--- src/rtl/acq_window_ctrl.sv ---
module acq_window_ctrl #(
  parameter int DW    = 8,
  parameter int CW    = 12,
  parameter int FCW   = 8,
  parameter int NTRIG = 4,
  localparam int TSW  = (NTRIG > 1) ? $clog2(NTRIG) : 1
) (
  input  logic             clk,
  input  logic             rst_n,
  input  logic             frame_en,
  input  logic             line_en,
  input  logic [DW-1:0]    pix_in,
  input  logic [NTRIG-1:0] trig_in,
  input  logic             cfg_mode,
  input  logic [TSW-1:0]   cfg_trig_sel,
  input  logic             cfg_trig_fall,
  input  logic [FCW-1:0]   cfg_frames,
  input  logic [CW-1:0]    cfg_x0,
  input  logic [CW-1:0]    cfg_xlen,
  input  logic [CW-1:0]    cfg_y0,
  input  logic [CW-1:0]    cfg_ylen,
  input  logic             sw_start,
  input  logic             abort,
  output logic [DW-1:0]    pix_out,
  output logic             pix_vld,
  output logic             sof,
  output logic             eol,
  output logic             busy,
  output logic             overrun
);

  typedef enum logic [2:0] {S_IDLE, S_ARMED, S_WAIT, S_CAP, S_DONE} st_t;
  st_t st;

  logic             fe_q, le_q;
  logic [NTRIG-1:0] trig_q;
  logic [CW-1:0]    xnext, ynext, yline;
  logic [CW-1:0]    wx0, wxl, wy0, wyl;
  logic [FCW-1:0]   frm_lim, frm_cnt;
  logic             first_pend;

  wire f_rise = frame_en & ~fe_q;
  wire f_fall = ~frame_en & fe_q;
  wire l_rise = line_en & ~le_q;
  wire l_fall = ~line_en & le_q;

  wire t_now  = trig_in[cfg_trig_sel];
  wire t_prev = trig_q[cfg_trig_sel];
  wire t_edge = cfg_trig_fall ? (t_prev & ~t_now) : (~t_prev & t_now);

  wire frame_go = (st == S_WAIT) & f_rise;
  wire cap      = (st == S_CAP) | frame_go;

  wire [CW-1:0] ex0 = frame_go ? cfg_x0   : wx0;
  wire [CW-1:0] exl = frame_go ? cfg_xlen : wxl;
  wire [CW-1:0] ey0 = frame_go ? cfg_y0   : wy0;
  wire [CW-1:0] eyl = frame_go ? cfg_ylen : wyl;
  wire [CW:0]   xend = {1'b0, ex0} + {1'b0, exl};
  wire [CW:0]   yend = {1'b0, ey0} + {1'b0, eyl};

  wire [CW-1:0] ybase = f_rise ? '0 : ynext;
  wire [CW-1:0] x_now = l_rise ? '0 : xnext;
  wire [CW-1:0] y_now = l_rise ? ybase : yline;

  wire in_x = (x_now >= ex0) && ({1'b0, x_now} < xend);
  wire in_y = (y_now >= ey0) && ({1'b0, y_now} < yend);
  wire pass = cap & frame_en & line_en & in_x & in_y & ~abort;

  wire line_in_y = (yline >= wy0) && ({1'b0, yline} < yend);
  wire ovr_h = (st == S_CAP) & l_fall & line_in_y & ({1'b0, xnext} < xend);
  wire ovr_v = (st == S_CAP) & f_fall & ({1'b0, ynext} < yend);

  assign busy = (st == S_ARMED) | (st == S_WAIT) | (st == S_CAP);

  always_ff @(posedge clk) begin
    if (!rst_n) begin
      st <= S_IDLE;
      fe_q <= 1'b0; le_q <= 1'b0; trig_q <= '0;
      xnext <= '0; ynext <= '0; yline <= '0;
      wx0 <= '0; wxl <= '0; wy0 <= '0; wyl <= '0;
      frm_lim <= '0; frm_cnt <= '0; first_pend <= 1'b0;
      pix_out <= '0; pix_vld <= 1'b0; sof <= 1'b0; eol <= 1'b0;
      overrun <= 1'b0;
    end else begin
      fe_q <= frame_en;
      le_q <= line_en;
      trig_q <= trig_in;
      if (line_en) xnext <= x_now + 1'b1;
      if (l_rise) begin
        ynext <= ybase + 1'b1;
        yline <= ybase;
      end else if (f_rise) begin
        ynext <= '0;
      end
      if (frame_go) begin
        wx0 <= cfg_x0; wxl <= cfg_xlen; wy0 <= cfg_y0; wyl <= cfg_ylen;
        first_pend <= ~pass;
      end else if (pass) begin
        first_pend <= 1'b0;
      end
      pix_vld <= pass;
      sof <= pass & (frame_go | first_pend);
      eol <= pass & (({1'b0, x_now} + 1'b1) == xend);
      if (pass) pix_out <= pix_in;
      if (ovr_h | ovr_v) overrun <= 1'b1;

      if (abort) begin
        st <= S_IDLE;
      end else begin
        case (st)
          S_IDLE: if (sw_start) begin
            st <= cfg_mode ? S_ARMED : S_WAIT;
            frm_lim <= cfg_frames;
            frm_cnt <= '0;
            overrun <= 1'b0;
          end
          S_ARMED: if (t_edge) st <= S_WAIT;
          S_WAIT:  if (f_rise) st <= S_CAP;
          S_CAP: if (f_fall) begin
            frm_cnt <= frm_cnt + 1'b1;
            if (frm_lim != '0 && FCW'(frm_cnt + 1'b1) == frm_lim) st <= S_DONE;
            else st <= S_WAIT;
          end
          default: st <= S_IDLE;
        endcase
      end
    end
  end

  p_sof_marks_pixel_r8: assert property (@(posedge clk) disable iff (!rst_n)
    sof |-> pix_vld);
  p_eol_marks_pixel_r8: assert property (@(posedge clk) disable iff (!rst_n)
    eol |-> pix_vld);
  p_pass_needs_busy_r4: assert property (@(posedge clk) disable iff (!rst_n)
    pix_vld |-> $past(busy));
  p_abort_stops_r5: assert property (@(posedge clk) disable iff (!rst_n)
    abort |=> (!busy && !pix_vld));
  p_start_accepted_r4: assert property (@(posedge clk) disable iff (!rst_n)
    (st == S_IDLE && sw_start && !abort) |=> busy);
  p_armed_holds_r6: assert property (@(posedge clk) disable iff (!rst_n)
    (st == S_ARMED && !t_edge && !abort) |=> (st == S_ARMED));
  p_frame_limit_r4: assert property (@(posedge clk) disable iff (!rst_n)
    (st == S_CAP && frm_lim != '0) |-> (frm_cnt < frm_lim));

endmodule

--- config.mk ---
export PLATFORM = sky130hd
export DESIGN_NAME = acq_window_ctrl
export DESIGN_NICKNAME = d
export VERILOG_FILES = /design/src/rtl/acq_window_ctrl.sv
export SDC_FILE = /design/constraint.sdc
export NUM_CORES = 1
export LEC_CHECK = 0
export BUFFER_PORTS_ARGS = -buffer_cell sky130_fd_sc_hd__buf_2
export CAP_MARGIN = 20
export CORE_ASPECT_RATIO = 1.4
export CORE_MARGIN = 3
export CORE_UTILIZATION = 64
export CTS_BUF_LIST = sky130_fd_sc_hd__clkbuf_4
export CTS_CLUSTER_DIAMETER = 60
export CTS_CLUSTER_SIZE = 24
export DETAILED_ROUTE_END_ITERATION = 6
export GPL_ROUTABILITY_DRIVEN = 0
export PLACE_DENSITY = 0.95
export SETUP_SLACK_MARGIN = 0.2
export SYNTH_ARGS = -nofsm -noshare
export SYNTH_HDL_FRONTEND = slang
export SYNTH_SLANG_ARGS = --single-unit
--- constraint.sdc ---
create_clock -name clk -period 9.6 [get_ports clk]
set_input_delay 1.92 -clock clk [delete_from_list [all_inputs] [get_ports clk]]
set_output_delay 1.92 -clock clk [all_outputs]
set_load 0.02 [all_outputs]
==> results of run 1 <==
-- registers in the layout, indices dropped and copies added (netlist names), 3 cells and up --
signal / count
xnext: 12
trig_q: 4
st: 3
ynext: 12
wxl: 12
pix_out: 8
frm_cnt: 8
yline: 12
wy0: 12
wx0: 12
frm_lim: 8
wyl: 12
-- layer usage --
layer / vias to the layer above / track usage
li1: 3618 / -
met1: 3441 / 0.305
met2: 287 / 0.515
met3: 94 / 0.0679
met4: 0 / 0.165
met5: - / 0
-- worst max-delay path, cell delays in order --
cell and delay, ns:
buf_2 0.12, nand3b_1 0.32, nor2_4 0.66, mux2_2 0.44
ha_1 0.24, fa_1 0.41, a21oi_1 0.18, o21bai_1 0.14
a21oi_1 0.26, nor2b_1 0.08, nor2_1 0.11, xor2_1 0.33
ha_1 0.34, a2111oi_0 0.46, a211oi_1 0.10, o41ai_1 0.32
o21a_1 0.23, o2111ai_1 0.17, o211ai_4 0.48, and2_1 0.21
and3_1 0.14
-- stage by stage --
step	util	cells
after global placement	0.707	1213
final	0.729	1247
after global routing	0.729	1247
after floorplan	-	977
after CTS	0.728	1245
after detailed placement	0.707	1213
-- placed cells by master, fill, tap and decap left out, types with 4 or more instances in the layout --
cell         n
a211oi_1     8
nor2_1      53
mux2_2      26
buf_2       90
and2_1      66
o31ai_1      4
a211o_1      5
and3_1       4
o21ai_0     25
nor2b_1     55
a22o_1       6
ha_1       113
xor2_1      32
o211ai_1     6
o211a_1      5
clkbuf_4    17
mux2i_1     36
inv_1       49
clkinv_2     4
nor4_1       5
nand3_1     31
xnor2_1     35
o2111ai_1    5
dfxtp_1    122
buf_4        4
nand4_1     12
nand2b_1    13
a2111oi_0    5
a21o_1      22
o21a_1      12
nor3_1      14
a21oi_1     43
o21ai_1      9
clkinv_4     5
or2_2        4
nand2_1     64
-- cell type report --
cell class                      instances  share of cell area
Clock buffer                           17              0.0135
Inverter                               49              0.0194
Antenna cell                            2            0.000528
Clock inverter                         15              0.0160
Tap cell                              178              0.0235
Multi-Input combinational cell        770               0.619
Timing Repair Buffer                   94              0.0507
Sequential cell                       122               0.258
-- kinds of logic after synthesis --
group,after synthesis,share of synthesized area
AND/OR/NAND/NOR,336,0.207
multiplexers,64,0.0809
adder cells (fa/ha/maj),117,0.171
flip-flops,122,0.283
XOR/XNOR,68,0.0699
buffers and inverters,85,0.0388
AO/OA/AOI/OAI,185,0.150
-- worst min path at each step --
stage | from | to | slack [ns]
finish | pix_out[3]$_SDFFE_PN0P_ | pix_out[3]$_SDFFE_PN0P_ | 0.45
global route | pix_out[4]$_SDFFE_PN0P_ | pix_out[4]$_SDFFE_PN0P_ | 0.48
CTS | pix_out[3]$_SDFFE_PN0P_ | pix_out[3]$_SDFFE_PN0P_ | 0.46
detailed placement | pix_out[4]$_SDFFE_PN0P_ | pix_out[4]$_SDFFE_PN0P_ | 0.44
global placement | pix_out[1]$_SDFFE_PN0P_ | pix_out[1]$_SDFFE_PN0P_ | 0.43
floorplan | frm_cnt[1]$_SDFFE_PN0P_ | frm_cnt[1]$_SDFFE_PN0P_ | 0.46
-- power groups by stage --
stage	clock network, mW	registers, mW	logic (mW)
6_report	0.364	0.521	0.167
5_1_grt	0.389	0.523	0.184
4_1_cts	0.368	0.521	0.164
3_5_place_dp	0	0.533	0.161
3_3_place_gp	0	0.532	0.155
2_1_floorplan	0	0.530	0.114
==> metrics.yaml, run 1 <==
status: "finished clean"
crit_path_start: "frame_en"
min_path_type: "reg -> reg"
finalWorstSetupSlack_ns: 2.39
ys_async_sr_fraction: 0
multiInputGateArea_um2: 5860
critical_path_required_ns: 10.09
fp.dieH_um: 143
die_area_um2: 14900
clock-sinks: 122
hold_viol: 0
grt_max_degree: 123
setup_viol: 0
synth_ff_type: "dfxtp_1"
rsz0062_at_grt: "false"
pwr-share-clk: 0.346
postRouteAntennaNets: 0
fillers: 918
power_mw: 1.05
fin_crit_sh: 0.751
first_iter_violations: 499
cp-endpoint: "eol$_SDFF_PN0_"
cts_resized: 0
dr.pass1.iters: 5
synth.yosys.seq_area_share: 0.283
finalClockSkew_ns: 0.0187
setup_tns_ns: 0
cts_buffer_depth: 2
grt_pass1_vias: 7569
slew_violations: 0
power.density_nw_per_um2: 111
synth-edff-count: 0
timing.rr.end: "eol$_SDFF_PN0_"
worst-r2r-setup-slack_ns: 3.27
post_cts_buffers: 0
synth_cell_types: 69
power.internal_mw: 0.742
synth_area_um2: 8630
maxUsedRoutingLayer: "met4"
rows: 49
initial_core_util: 0.664
placed_area_um2: 9190
yosysTopAreaCellShare: 0.283
worst-slew-pin-transition_ns: 0.993
area_delta_synth_final_pct: 9.74
syn_nets: 1170
maxCapViolCount: 0
vias_per_cell: 5.97
yosysWarnings: 0
switchingPower_mw: 0.311
path_class: "in -> reg"
wirelength_um: 20800
vdd_drop_max_uv: 98.4
holdWs_ns: 0.454
post-dp-hpwl_um: 15500
startpoint_type: "primary input"
fin_nets: 1247
cts_tree: "yes"
ys_ff_latch: 122
period_minus_slack_ns: 7.21
worstPathArrival_ns: 7.70
holdPathStages: 2
yosysMostFrequentCell: "dfxtp_1"
overflow: 0
max-slew-margin-rel: 0.338
root_buffer: "clkbuf_4"
drc: 0
clkTransAtPathRegs_ns: 0.11
rr_worst_depth: 20
layout-drive-gt1-share: 0.156
yosysTopAreaCell: "dfxtp_1"
die_w_um: 104
vias: 7440
synth.top_cells.by_count: "dfxtp_1, ha_1, and2_1"
cts_max_level: 4
leakagePower_nw: 4.33
antenna_found_initial: 2
grtUsageTotal: 0.285
seq_power_share: 0.495
critPathMaxFanout: 21
setup.worst_path.end_class: "flop"
r2r-start: "st[1]$_SDFFE_PP0P_"
yosys-top-cells-area: "dfxtp_1, ha_1, and2_1"
postCtsHoldBufs: 0
io_pins: 91
portBuffers: 90
routed-wl-met3_um: 1080
grt_first_pass_wirelength_um: 34900
combPwrFrac: 0.159
clk_latency_ns: 0.56
core-area_um2: 13000
wl_per_cell_um: 16.7
fin_area_um2: 9470
syn_inst: 977
fmax_mhz: 139
sw_frac_of_total: 0.295
cts_buffers: 17
avgSynthCellArea_um2: 8.84
dp_slack_ns: 1.98
wl_met1_um: 7930
routed-wl-met2_um: 10700
regArea_um2: 2440
(Power assumes the default switching activity.)
==> run 2: changes to the inputs <==
--- a/config.mk
+++ b/config.mk
@@ -9,13 +9,13 @@
 export CAP_MARGIN = 20
 export CORE_ASPECT_RATIO = 1.4
 export CORE_MARGIN = 3
-export CORE_UTILIZATION = 64
+export CORE_UTILIZATION = 62
 export CTS_BUF_LIST = sky130_fd_sc_hd__clkbuf_4
 export CTS_CLUSTER_DIAMETER = 60
 export CTS_CLUSTER_SIZE = 24
 export DETAILED_ROUTE_END_ITERATION = 6
 export GPL_ROUTABILITY_DRIVEN = 0
-export PLACE_DENSITY = 0.95
+export PLACE_DENSITY = 0.93
 export SETUP_SLACK_MARGIN = 0.2
 export SYNTH_ARGS = -nofsm -noshare
 export SYNTH_HDL_FRONTEND = slang
==> constraint.sdc (replaced) <==
create_clock -name clk -period 7.5 [get_ports clk]
set_input_delay 1.5 -clock clk [delete_from_list [all_inputs] [get_ports clk]]
set_output_delay 1.5 -clock clk [all_outputs]
set_load 0.02 [all_outputs]
==> run 2 against run 1 <==
Sequential cell count stayed put. Highest routed layer unchanged. Count of clock-buffer cells in the layout stayed put. Global-route usage is 1.9 points lower. Critical endpoint unchanged. Cell area is 0.48% higher. Via count is 1.8% lower. Largest power group unchanged. Non-clock buffer count is 4 higher. Core utilization is 2.4 points lower.
==> metrics.yaml, run 2 (synthesis results as in run 1) <==
status: "finished clean"  # unchanged
multiInputGateArea_um2: 5860  # unchanged
fmax_mhz: 162
power.density_nw_per_um2: 143  # was 111 nW/µm²
grt_pass1_vias: 7502  # was 7,569
overflow: 0  # unchanged
holdPathStages: 2  # unchanged
postRouteAntennaNets: 0  # unchanged
area_delta_synth_final_pct: 10.3  # was 9.74%
fin_nets: 1251  # was 1,247
worst-r2r-setup-slack_ns: 1.70  # was 3.27 ns
fp.dieH_um: 146  # was 143 µm
slew_violations: 0  # unchanged
whs_endpoint: "pix_out[4]$_SDFFE_PN0P_"  # was pix_out[3]$_SDFFE_PN0P_
startpoint_type: "primary input"  # unchanged
min_path_type: "reg -> reg"  # unchanged
setup_viol: 0  # unchanged
critPathTopFamily: "compound AO/OA/AOI/OAI gates"  # unchanged
worst-slew-pin-transition_ns: 0.997  # was 0.993 ns
vdd_drop_max_uv: 106  # was 98.4 µV
first_iter_violations: 330  # was 499
leakagePower_nw: 4.35  # was 4.33 nW
post-dp-hpwl_um: 15400  # was 15,500 µm
dr.pass1.iters: 5  # unchanged
rows: 50  # was 49
wl_per_cell_um: 16.0  # was 16.7 µm
wirelength_um: 20100  # was 20,800 µm
cts_tree: "yes"  # unchanged
r2r-start: "st[2]$_SDFFE_PP0P_"  # was st[1]$_SDFFE_PP0P_
maxCapViolCount: 0  # unchanged
critical_path_required_ns: 8.00  # was 10.09 ns
path_cells: "buf_2 -> nand3b_1 -> nor2_4 -> buf_4 -> buf_4 -> mux2i_1 -> inv_1 -> ha_1 -> nor2b_1 -> nor2_1 -> xor2_1 -> ha_1 -> a2111oi_0 -> a211oi_1 -> o41ai_1 -> o21a_1 -> o2111ai_1 -> o211ai_4 -> and2_1 -> and3_1"  # was buf_2 -> nand3b_1 -> nor2_4 -> mux2_2 -> ha_1 -> fa_1 -> a21oi_1 -> o21bai_1 -> a21oi_1 -> nor2b_1 -> nor2_1 -> xor2_1 -> ha_1 -> a2111oi_0 -> a211oi_1 -> o41ai_1 -> o21a_1 -> o2111ai_1 -> o211ai_4 -> and2_1 -> and3_1
die_w_um: 106  # was 104 µm
initial_core_util: 0.639  # was 0.664
die_area_um2: 15400  # was 14,900 µm²
io_pins: 91  # unchanged
crit_buf_inv: 4  # was 1
grt_first_pass_wirelength_um: 33900  # was 34,900 µm
postCtsHoldBufs: 0  # unchanged
drc: 0  # unchanged
core-area_um2: 13500  # was 13,000 µm²
cts_buffers: 17  # unchanged
regArea_um2: 2440  # unchanged
period_minus_slack_ns: 6.17
clkTransAtPathRegs_ns: 0.12  # was 0.11 ns
rr_worst_depth: 19  # was 20
grt_max_degree: 123  # unchanged
crit_path_top_delay_cell: "o211ai_4"  # was nor2_4
final_cells: 1254  # was 1,247
rsz0062_at_grt: "false"  # unchanged
cts_max_level: 4  # unchanged
setup_tns_ns: 0  # unchanged
antenna_found_initial: 1  # was 2
dp.cells: 1221  # was 1,213
clock-sinks: 122  # unchanged
fin_crit_sh: 0.822
timing.rr.end: "eol$_SDFF_PN0_"  # unchanged
power_mw: 1.37  # was 1.05 mW
grtUsageTotal: 0.266  # was 0.285
root_buffer: "clkbuf_4"  # unchanged
clk_latency_ns: 0.56  # about the same
finalClockSkew_ns: 0.0228  # was 0.0187 ns
min-delay-start: "pix_out[4]$_SDFFE_PN0P_"  # was pix_out[3]$_SDFFE_PN0P_
mostFrequentLayoutCells: "dfxtp_1, ha_1, buf_2"  # unchanged
vias_per_cell: 5.83  # was 5.97
portBuffers: 90  # unchanged
layout-drive-gt1-share: 0.159  # was 0.156
vias: 7305  # was 7,440
cts_buffer_depth: 2  # unchanged
setup.worst_path.end_class: "flop"  # unchanged
post_cts_buffers: 0  # unchanged
mostFrequentLayoutCell: "dfxtp_1"  # unchanged
cts_resized: 0  # unchanged
max-slew-margin-rel: 0.335  # was 0.338
critPathMaxFanout: 28  # was 21
fillers: 1055  # was 918
max_stage_delay_ns: 0.49  # was 0.66 ns
path_class: "in -> reg"  # unchanged
hold_viol: 0  # unchanged
worstPathArrival_ns: 6.67  # was 7.70 ns
[run 2: area by class of cell]
class / count / share of cell area
multi-input combinational: 770 / 0.616
clock inverter: 15 / 0.0172
inverter: 49 / 0.0193
timing repair buffer: 98 / 0.0536
antenna: 1 / 0.000263
clock buffer: 17 / 0.0134
sequential: 122 / 0.257
tap: 182 / 0.0239
[run 2: metrics by stage]
step                cell area, µm²  setup slack, ns  hold WS (ns)  utilization
floorplan                     8630             1.07         0.458            -
global placement              9220             1.03         0.434        0.683
detailed placement            9220            0.808         0.438        0.683
CTS                           9520             1.39         0.457        0.704
global route                  9520            0.880         0.479        0.704
finish                        9520             1.33         0.454        0.704
[run 2: worst max-delay path by stage]
stage             start        endpoint  slack [ns]  depth (start not counted)
2_1_floorplan  frame_en  sof$_SDFF_PN0_        1.07                         22
3_3_place_gp   frame_en  eol$_SDFF_PN0_        1.03                         20
3_5_place_dp   frame_en  eol$_SDFF_PN0_        0.81                         20
4_1_cts        frame_en  eol$_SDFF_PN0_        1.39                         20
5_1_grt        frame_en  eol$_SDFF_PN0_        0.88                         21
6_report       frame_en  eol$_SDFF_PN0_        1.33                         20
[run 2: routing by layer]
metal  global-route usage  share of wire  up-vias
met5                    0              0        -
li1                     -              -     3615
met2                0.477           0.52      199
met3               0.0497          0.042       89
met4                0.156          0.052        0
met1                0.289           0.39     3402
[run 2: worst reg2reg max path, cell delays in order (launching register included)]
cell	delay, ns
dfxtp_1	0.40
or2_1	0.40
nor2_4	0.35
buf_4	0.44
buf_4	0.39
mux2i_1	0.33
inv_1	0.09
ha_1	0.34
nor2b_1	0.14
nor2_1	0.11
xor2_1	0.35
ha_1	0.33
a2111oi_0	0.38
a211oi_1	0.14
o41ai_1	0.29
o21a_1	0.23
o2111ai_1	0.17
o211ai_4	0.49
and2_1	0.22
and3_1	0.14
[run 2: power breakdown]
group	switching (mW)	total, mW	internal, mW
logic	0.115	0.210	0.0946
registers	0.00863	0.667	0.658
clock network	0.284	0.488	0.204
